### src/rtl/sdr_seq_pkg.sv
package sdr_seq_pkg;

   typedef enum logic [3:0] {
      S_IDLE  = 4'd0,
      S_AREF  = 4'd1,
      S_RFCW  = 4'd2,
      S_ACTV  = 4'd3,
      S_RCDW  = 4'd4,
      S_RDCMD = 4'd5,
      S_CLW   = 4'd6,
      S_RDAT  = 4'd7,
      S_WRCMD = 4'd8,
      S_WDAT  = 4'd9,
      S_DALW  = 4'd10
   } seq_state_t;

endpackage

### src/rtl/sdr_wait_cnt.sv
module sdr_wait_cnt #(
   parameter int W = 4
) (
   input  logic         clk,
   input  logic         rst_n,
   input  logic         load_i,
   input  logic [W-1:0] val_i,
   output logic         zero_o
);

   logic [W-1:0] cnt_q;

   always_ff @(posedge clk or negedge rst_n) begin
      if (!rst_n)
         cnt_q <= '0;
      else if (load_i)
         cnt_q <= val_i;
      else if (cnt_q != '0)
         cnt_q <= cnt_q - 1'b1;
   end

   assign zero_o = (cnt_q == '0);

   // the counter saturates at zero and never wraps (supports R3, R8, R9)
   assert_no_wrap_R9: assert property (@(posedge clk) disable iff (!rst_n)
      (zero_o && !load_i) |=> zero_o);

endmodule

### src/rtl/sdr_phase_dec.sv
module sdr_phase_dec
   import sdr_seq_pkg::*;
(
   input  logic       clk,
   input  logic       rst_n,
   input  seq_state_t st_i,
   output logic       ref_ack_o,
   output logic       rd_phase_o,
   output logic       wr_phase_o,
   output logic       autopre_o
);

   always_comb begin
      ref_ack_o  = (st_i == S_AREF) || (st_i == S_RFCW);
      rd_phase_o = (st_i == S_RDAT);
      wr_phase_o = (st_i == S_WDAT);
      autopre_o  = (st_i == S_RDCMD) || (st_i == S_WRCMD);
   end

   // at most one of the decoded strobes is active at a time
   assert_excl_strobes_R10: assert property (@(posedge clk) disable iff (!rst_n)
      $onehot0({ref_ack_o, rd_phase_o, wr_phase_o, autopre_o}));

   // no data moves while a refresh is acknowledged
   assert_ack_quiet_R4: assert property (@(posedge clk) disable iff (!rst_n)
      ref_ack_o |-> (!rd_phase_o && !wr_phase_o));

endmodule

### src/rtl/sdr_access_seq.sv
module sdr_access_seq
   import sdr_seq_pkg::*;
#(
   parameter int BURST_LEN = 4,
   parameter int CAS_LAT   = 2,
   parameter int RCD_WAIT  = 1,
   parameter int TWR_CLK   = 1,
   parameter int TRP_CLK   = 1,
   parameter int RFC_WAIT  = 3
) (
   input  logic       clk,
   input  logic       rst_n,
   input  logic       init_done_i,
   input  logic       ads_n_i,
   input  logic       rd_wrn_i,
   input  logic       ref_req_i,
   output logic [3:0] state_o,
   output logic       ref_ack_o,
   output logic       rd_phase_o,
   output logic       wr_phase_o,
   output logic       autopre_o
);

   // the last write-data clock already counts toward recovery
   localparam int DAL_WAIT = TWR_CLK + TRP_CLK - 1;
   localparam int MAX_A    = (BURST_LEN > CAS_LAT) ? BURST_LEN : CAS_LAT;
   localparam int MAX_B    = (RCD_WAIT > DAL_WAIT) ? RCD_WAIT : DAL_WAIT;
   localparam int MAX_C    = (MAX_A > MAX_B) ? MAX_A : MAX_B;
   localparam int MAXV     = (MAX_C > RFC_WAIT) ? MAX_C : RFC_WAIT;
   localparam int CW       = $clog2(MAXV + 1);

   localparam int RCD_LD = (RCD_WAIT > 0) ? RCD_WAIT - 1 : 0;
   localparam int CL_LD  = (CAS_LAT  > 0) ? CAS_LAT  - 1 : 0;
   localparam int BL_LD  = BURST_LEN - 1;
   localparam int DAL_LD = (DAL_WAIT > 0) ? DAL_WAIT - 1 : 0;
   localparam int RFC_LD = (RFC_WAIT > 0) ? RFC_WAIT - 1 : 0;

   generate
      if (!(BURST_LEN == 2 || BURST_LEN == 4 || BURST_LEN == 8)) begin : g_bad_bl
         $error("sdr_access_seq: BURST_LEN must be 2, 4 or 8");
      end
      if (CAS_LAT < 0 || RCD_WAIT < 0 || RFC_WAIT < 0) begin : g_bad_wait
         $error("sdr_access_seq: wait counts must not be negative");
      end
      if (TWR_CLK < 1 || TRP_CLK < 1) begin : g_bad_dal
         $error("sdr_access_seq: TWR_CLK and TRP_CLK must be at least 1");
      end
   endgenerate

   seq_state_t      st_q, st_d;
   logic            ld;
   logic [CW-1:0]   ld_val;
   logic            cnt_zero;
   seq_state_t      col_st;

   // direction latched on the edge that leaves the row-to-column wait
   assign col_st = rd_wrn_i ? S_RDCMD : S_WRCMD;

   always_comb begin
      st_d   = st_q;
      ld     = 1'b0;
      ld_val = '0;
      unique case (st_q)
         S_IDLE: begin
            if (init_done_i) begin
               if (ref_req_i)
                  st_d = S_AREF;
               else if (!ads_n_i)
                  st_d = S_ACTV;
            end
         end
         S_AREF: begin
            if (RFC_WAIT != 0) begin
               st_d = S_RFCW; ld = 1'b1; ld_val = CW'(RFC_LD);
            end else
               st_d = S_IDLE;
         end
         S_RFCW:  if (cnt_zero) st_d = S_IDLE;
         S_ACTV: begin
            if (RCD_WAIT != 0) begin
               st_d = S_RCDW; ld = 1'b1; ld_val = CW'(RCD_LD);
            end else
               st_d = col_st;
         end
         S_RCDW:  if (cnt_zero) st_d = col_st;
         S_RDCMD: begin
            ld = 1'b1;
            if (CAS_LAT != 0) begin
               st_d = S_CLW;  ld_val = CW'(CL_LD);
            end else begin
               st_d = S_RDAT; ld_val = CW'(BL_LD);
            end
         end
         S_CLW: begin
            if (cnt_zero) begin
               st_d = S_RDAT; ld = 1'b1; ld_val = CW'(BL_LD);
            end
         end
         S_RDAT:  if (cnt_zero) st_d = S_IDLE;
         S_WRCMD: begin
            st_d = S_WDAT; ld = 1'b1; ld_val = CW'(BL_LD);
         end
         S_WDAT: begin
            if (cnt_zero) begin
               if (DAL_WAIT != 0) begin
                  st_d = S_DALW; ld = 1'b1; ld_val = CW'(DAL_LD);
               end else
                  st_d = S_IDLE;
            end
         end
         S_DALW:  if (cnt_zero) st_d = S_IDLE;
         default: st_d = S_IDLE;
      endcase
   end

   always_ff @(posedge clk or negedge rst_n) begin
      if (!rst_n)
         st_q <= S_IDLE;
      else
         st_q <= st_d;
   end

   sdr_wait_cnt #(.W(CW)) u_wait (
      .clk    (clk),
      .rst_n  (rst_n),
      .load_i (ld),
      .val_i  (ld_val),
      .zero_o (cnt_zero)
   );

   sdr_phase_dec u_dec (
      .clk        (clk),
      .rst_n      (rst_n),
      .st_i       (st_q),
      .ref_ack_o  (ref_ack_o),
      .rd_phase_o (rd_phase_o),
      .wr_phase_o (wr_phase_o),
      .autopre_o  (autopre_o)
   );

   assign state_o = st_q;

   assert_hold_idle_R2: assert property (@(posedge clk) disable iff (!rst_n)
      (st_q == S_IDLE && !init_done_i) |=> (st_q == S_IDLE));

   assert_ref_wins_R3: assert property (@(posedge clk) disable iff (!rst_n)
      (st_q == S_IDLE && init_done_i && ref_req_i) |=> (st_q == S_AREF));

   assert_ref_return_R5: assert property (@(posedge clk) disable iff (!rst_n)
      (st_q == S_RFCW && cnt_zero) |=> (st_q == S_IDLE));

   assert_act_next_R6: assert property (@(posedge clk) disable iff (!rst_n)
      (st_q == S_ACTV) |=> (st_q inside {S_RCDW, S_RDCMD, S_WRCMD}));

   assert_dir_read_R7: assert property (@(posedge clk) disable iff (!rst_n)
      (st_q == S_RCDW && cnt_zero && rd_wrn_i) |=> (st_q == S_RDCMD));

   assert_dir_write_R7: assert property (@(posedge clk) disable iff (!rst_n)
      (st_q == S_RCDW && cnt_zero && !rd_wrn_i) |=> (st_q == S_WRCMD));

   assert_read_path_R8: assert property (@(posedge clk) disable iff (!rst_n)
      (st_q == S_RDCMD) |=> (st_q inside {S_CLW, S_RDAT}));

   assert_write_recover_R9: assert property (@(posedge clk) disable iff (!rst_n)
      (st_q == S_WDAT && cnt_zero) |=> (st_q inside {S_DALW, S_IDLE}));

endmodule

### config.mk
export PLATFORM = sky130hd
export DESIGN_NAME = sdr_access_seq
export DESIGN_NICKNAME = d
export VERILOG_FILES = /design/src/rtl/sdr_seq_pkg.sv /design/src/rtl/sdr_wait_cnt.sv /design/src/rtl/sdr_phase_dec.sv /design/src/rtl/sdr_access_seq.sv
export SDC_FILE = /design/constraint.sdc
export NUM_CORES = 1
export LEC_CHECK = 0
export ABC_AREA = 1
export BUFFER_PORTS_ARGS = -buffer_cell sky130_fd_sc_hd__buf_2
export CAP_MARGIN = 5
export CORE_UTILIZATION = 46
export CTS_CLUSTER_SIZE = 28
export DETAILED_ROUTE_END_ITERATION = 6
export PLACE_DENSITY = 0.73
export SLEW_MARGIN = 15
export SYNTH_ARGS = -nofsm -noshare
export SYNTH_HDL_FRONTEND = slang
export SYNTH_SLANG_ARGS = --single-unit
### constraint.sdc
create_clock -name clk -period 1.5 [get_ports clk]
set_clock_uncertainty 0.2 [all_clocks]
set_input_delay 0.075 -clock clk [delete_from_list [all_inputs] [get_ports clk]]
set_output_delay 0.075 -clock clk [all_outputs]
set_load 0.02 [all_outputs]
==> results.txt <==
- The total count of hold-check failures in the final report is 0.
- Detailed-placement wirelength estimate: 1160 µm
* Total power density per cell area: 2450 nW/µm²
- In this run the count of I/O pins placed on the die edge is 14.
- Input and output buffers added on the ports amount to 13.
- The worst register-to-register path ends at u_wait.cnt_q[0].
- Gp weighted congestion: 0.818
* Die width: 38.4 µm
- First-pass GRT wire length: 3060 µm
- Clock tree synthesis selected as its root buffer the cell clkbuf_4.
- Worst relative slew slack: 0.799
- The repair_antennas step left the layout with diodes totalling 0.
- In this run, the number of DRC markers left after iteration 0 of detailed routing was 44.
- Cell area after synthesis: 608 µm²
- The worst hold path terminates at state_o[1].
- The worst hold path was traced through 5 stages.
- Worst min-delay path category: input pin to register
* Core box area: 1170 µm²
* TritonRoute pass-1 iters: 4
- The longest clock path from root to sink contains 2 buffers.
- Number of cells on the worst reg-to-reg path: 8
- Required time of the critical path: 1.43 ns
* Routed length on met2: 1270 µm
- Wires add up to 2440 µm.
- Internal reg-to-reg setup slack: -0.18 ns
- Routed wire length per instance: 16.9 µm
- Clock-pin slew of the registers on the worst-case setup and hold paths: 0.05 ns
- In this run, synthesis produced a sequential element count of 7.
- Full die area: 1470 µm²
* Final core area utilization: 0.909
* Standard-cell row count: 12
- Largest fanout on the critical path: 7
- Clock tree from TritonCTS: built
* Placed standard-cell area: 771 µm²
- Number of warnings reported in the yosys synthesis log: 0
- Setup repair after global routing missed its margin: true
- In the synthesized netlist, the number of instances is 92.
- Ratio of routed vias to standard cells: 5.81
* Wl on met1: 864 µm
- The analysis attributes to cell leakage a power of 0.000571 µW.
* Number of levels in the clock H-tree: 1
* Critical path class: register to register
- The final route contains 843 vias.
* Proportion of layout cells with a drive suffix above 1: 0.603
- Final-stage net count: 140
- The initial antenna violation count was 0.
- Relative to the synthesized area, the layout overhead comes to 75.1%.
- The flow ran to the end, but the final reports show violations.
- Clock sink count: 7
- Starting utilization of the core area: 0.519
- Origin of the worst min-delay path: init_done_i
* Worst Max-Slew Pin Slew: 0.301 ns
* All-layer global routing usage: 0.316
- Critical R2R Launch: state_o[0]
- Reported max-cap violation count: 0
- Once routing completed, OpenROAD measured the worst setup slack at -0.184 ns.
* Area of all placed cells without fillers: 1060 µm²
* Die H: 38.4 µm
* Synth Area per Inst: 6.61 µm²
* Violations in the final reports: setup timing
- Routed length on met3: 186 µm
* Sequential cell area fraction in the yosys report: 0.288
* Highest routed metal layer: met4
- Setup total negative slack on the finished layout was measured at -1.17 ns.
* Overflow left after global routing: 0
- Final critical-path share of the clock period: 1.12
* Max-slew violation count: 0
- In the routed design, unresolved DRC markers number 0.
- The detail route stage leaves a number of antenna-violating nets equal to 0.
- After layout, the minimum clock period comes to 1.68 ns.
- The via count of the first global-routing pass was 736.
- Startpoint types: register
* Endpoint kind of the worst setup timing path: register
- F_max: 0.594 GHz
* Clock buffers created by TritonCTS: 3
- For the worst setup path, the data arrival time is 1.61 ns.
- Entering global routing, the biggest net connects 8 pins.
- Count of unique library cells instantiated by Yosys: 18
- Post-synthesis net count: 100
- Setup violations remaining at the end of the flow were counted as 10.
* Peak supply drop: 0.00162 V
- Clock latency on the worst-skew pair, taken at its later pin, is 0.24 ns.
metal layers:
metal / track usage / up-vias
li1: - / 379
met1: 0.313 / 375
met2: 0.555 / 67
met3: 0.0872 / 22
met4: 0.233 / 0
met5: 0 / -
worst max-delay path by stage:
stage	from	endpoint	slack [ns]	cells after the start
final	state_o[0]	u_wait.cnt_q[0]	-0.18	8
after global routing	state_o[0]	u_wait.cnt_q[0]	-0.25	8
after CTS	state_o[3]	u_wait.cnt_q[0]	-0.03	9
after detailed placement	u_wait.cnt_q[0]	state_o[1]	-0.02	10
after global placement	state_o[0]	u_wait.cnt_q[1]	0.003	9
after floorplan	u_wait.cnt_q[0]	state_o[3]	0.004	10
cells in the mapped netlist (all sizes together):
cell type  instances  area (µm²)
ha                 2        25.0
dfrtp              7         175
a21oi              3        15.0
inv               14        52.6
nor2              14        72.6
o211ai             2        15.0
nand3             10        50.1
a211oi             1        12.5
nand4              3        18.8
o21bai             1        18.8
nand2             30         128
o21ai              5        25.0
worst max-delay path, cell delays in order (launching register included):
cell,delay [ns]
dfrtp_2,0.50
nand2_1,0.14
inv_1,0.06
nand2_1,0.15
nand2_4,0.07
nor2_4,0.17
nand3_2,0.11
nand2_1,0.09
nand2_1,0.07
flip-flops by register name (all words and copies together), names as in the netlist:
signal        count
u_wait.cnt_q      3
state_o           4
layout make-up:
cell class	count	area [µm²]
flip-flops and latches	7	180
inverters	14	55.1
clock buffers	4	26.3
fillers	53	106
multi-input cells	71	505
repair buffers	35	280
well taps	14	17.5
per-stage QoR:
step | total power [µW] | hold slack, ns | setup slack (ns) | cells
3_3_place_gp | 1760 | -0.291 | 0.00272 | 126
6_report | 2610 | 0.191 | -0.184 | 145
4_1_cts | 2250 | 0.134 | -0.0306 | 142
2_1_floorplan | 1390 | -0.421 | 0.00358 | 92
5_1_grt | 2750 | 0.232 | -0.252 | 145
3_5_place_dp | 1790 | -0.290 | -0.0176 | 126
power breakdown:
| group | switching (µW) | leakage (µW) | internal (µW) |
|---|---|---|---|
| sequential | 165 | 0.0000833 | 289 |
| combinational | 1160 | 0.000473 | 832 |
| clock | 64.6 | 0.0000150 | 101 |
cells in the final DEF (no fill, tap or decap), drive strengths merged:
cell type	count
nor2	14
nand2	30
nand3	10
a211oi	1
buf	31
dfrtp	7
a21oi	3
dlygate4sd3	4
nand4	3
inv	14
o21bai	1
o21ai	5
clkbuf	4
ha	2
o211ai	2
timing repair:
item | 4_1_cts | 5_1_grt
setup buffers | 8 | 3
pin swaps | 10 | 14
gates resized for setup | 23 | 23
hold buffers | 4 | 0
setup endpoints to repair | 9 | 11
endpoints found under the hold margin | 9 | 0
cells by family (layout without fill, tap and decap cells):
| kind of cell | count (synthesis) | count (layout) | synth area share |
|---|---|---|---|
| buf+inv | 14 | 53 | 0.0864 |
| simple gates | 57 | 57 | 0.442 |
| fa+ha+maj | 2 | 2 | 0.0411 |
| compound gates | 12 | 12 | 0.142 |
| flops | 7 | 7 | 0.288 |
Power figures use the tool's default switching activity.
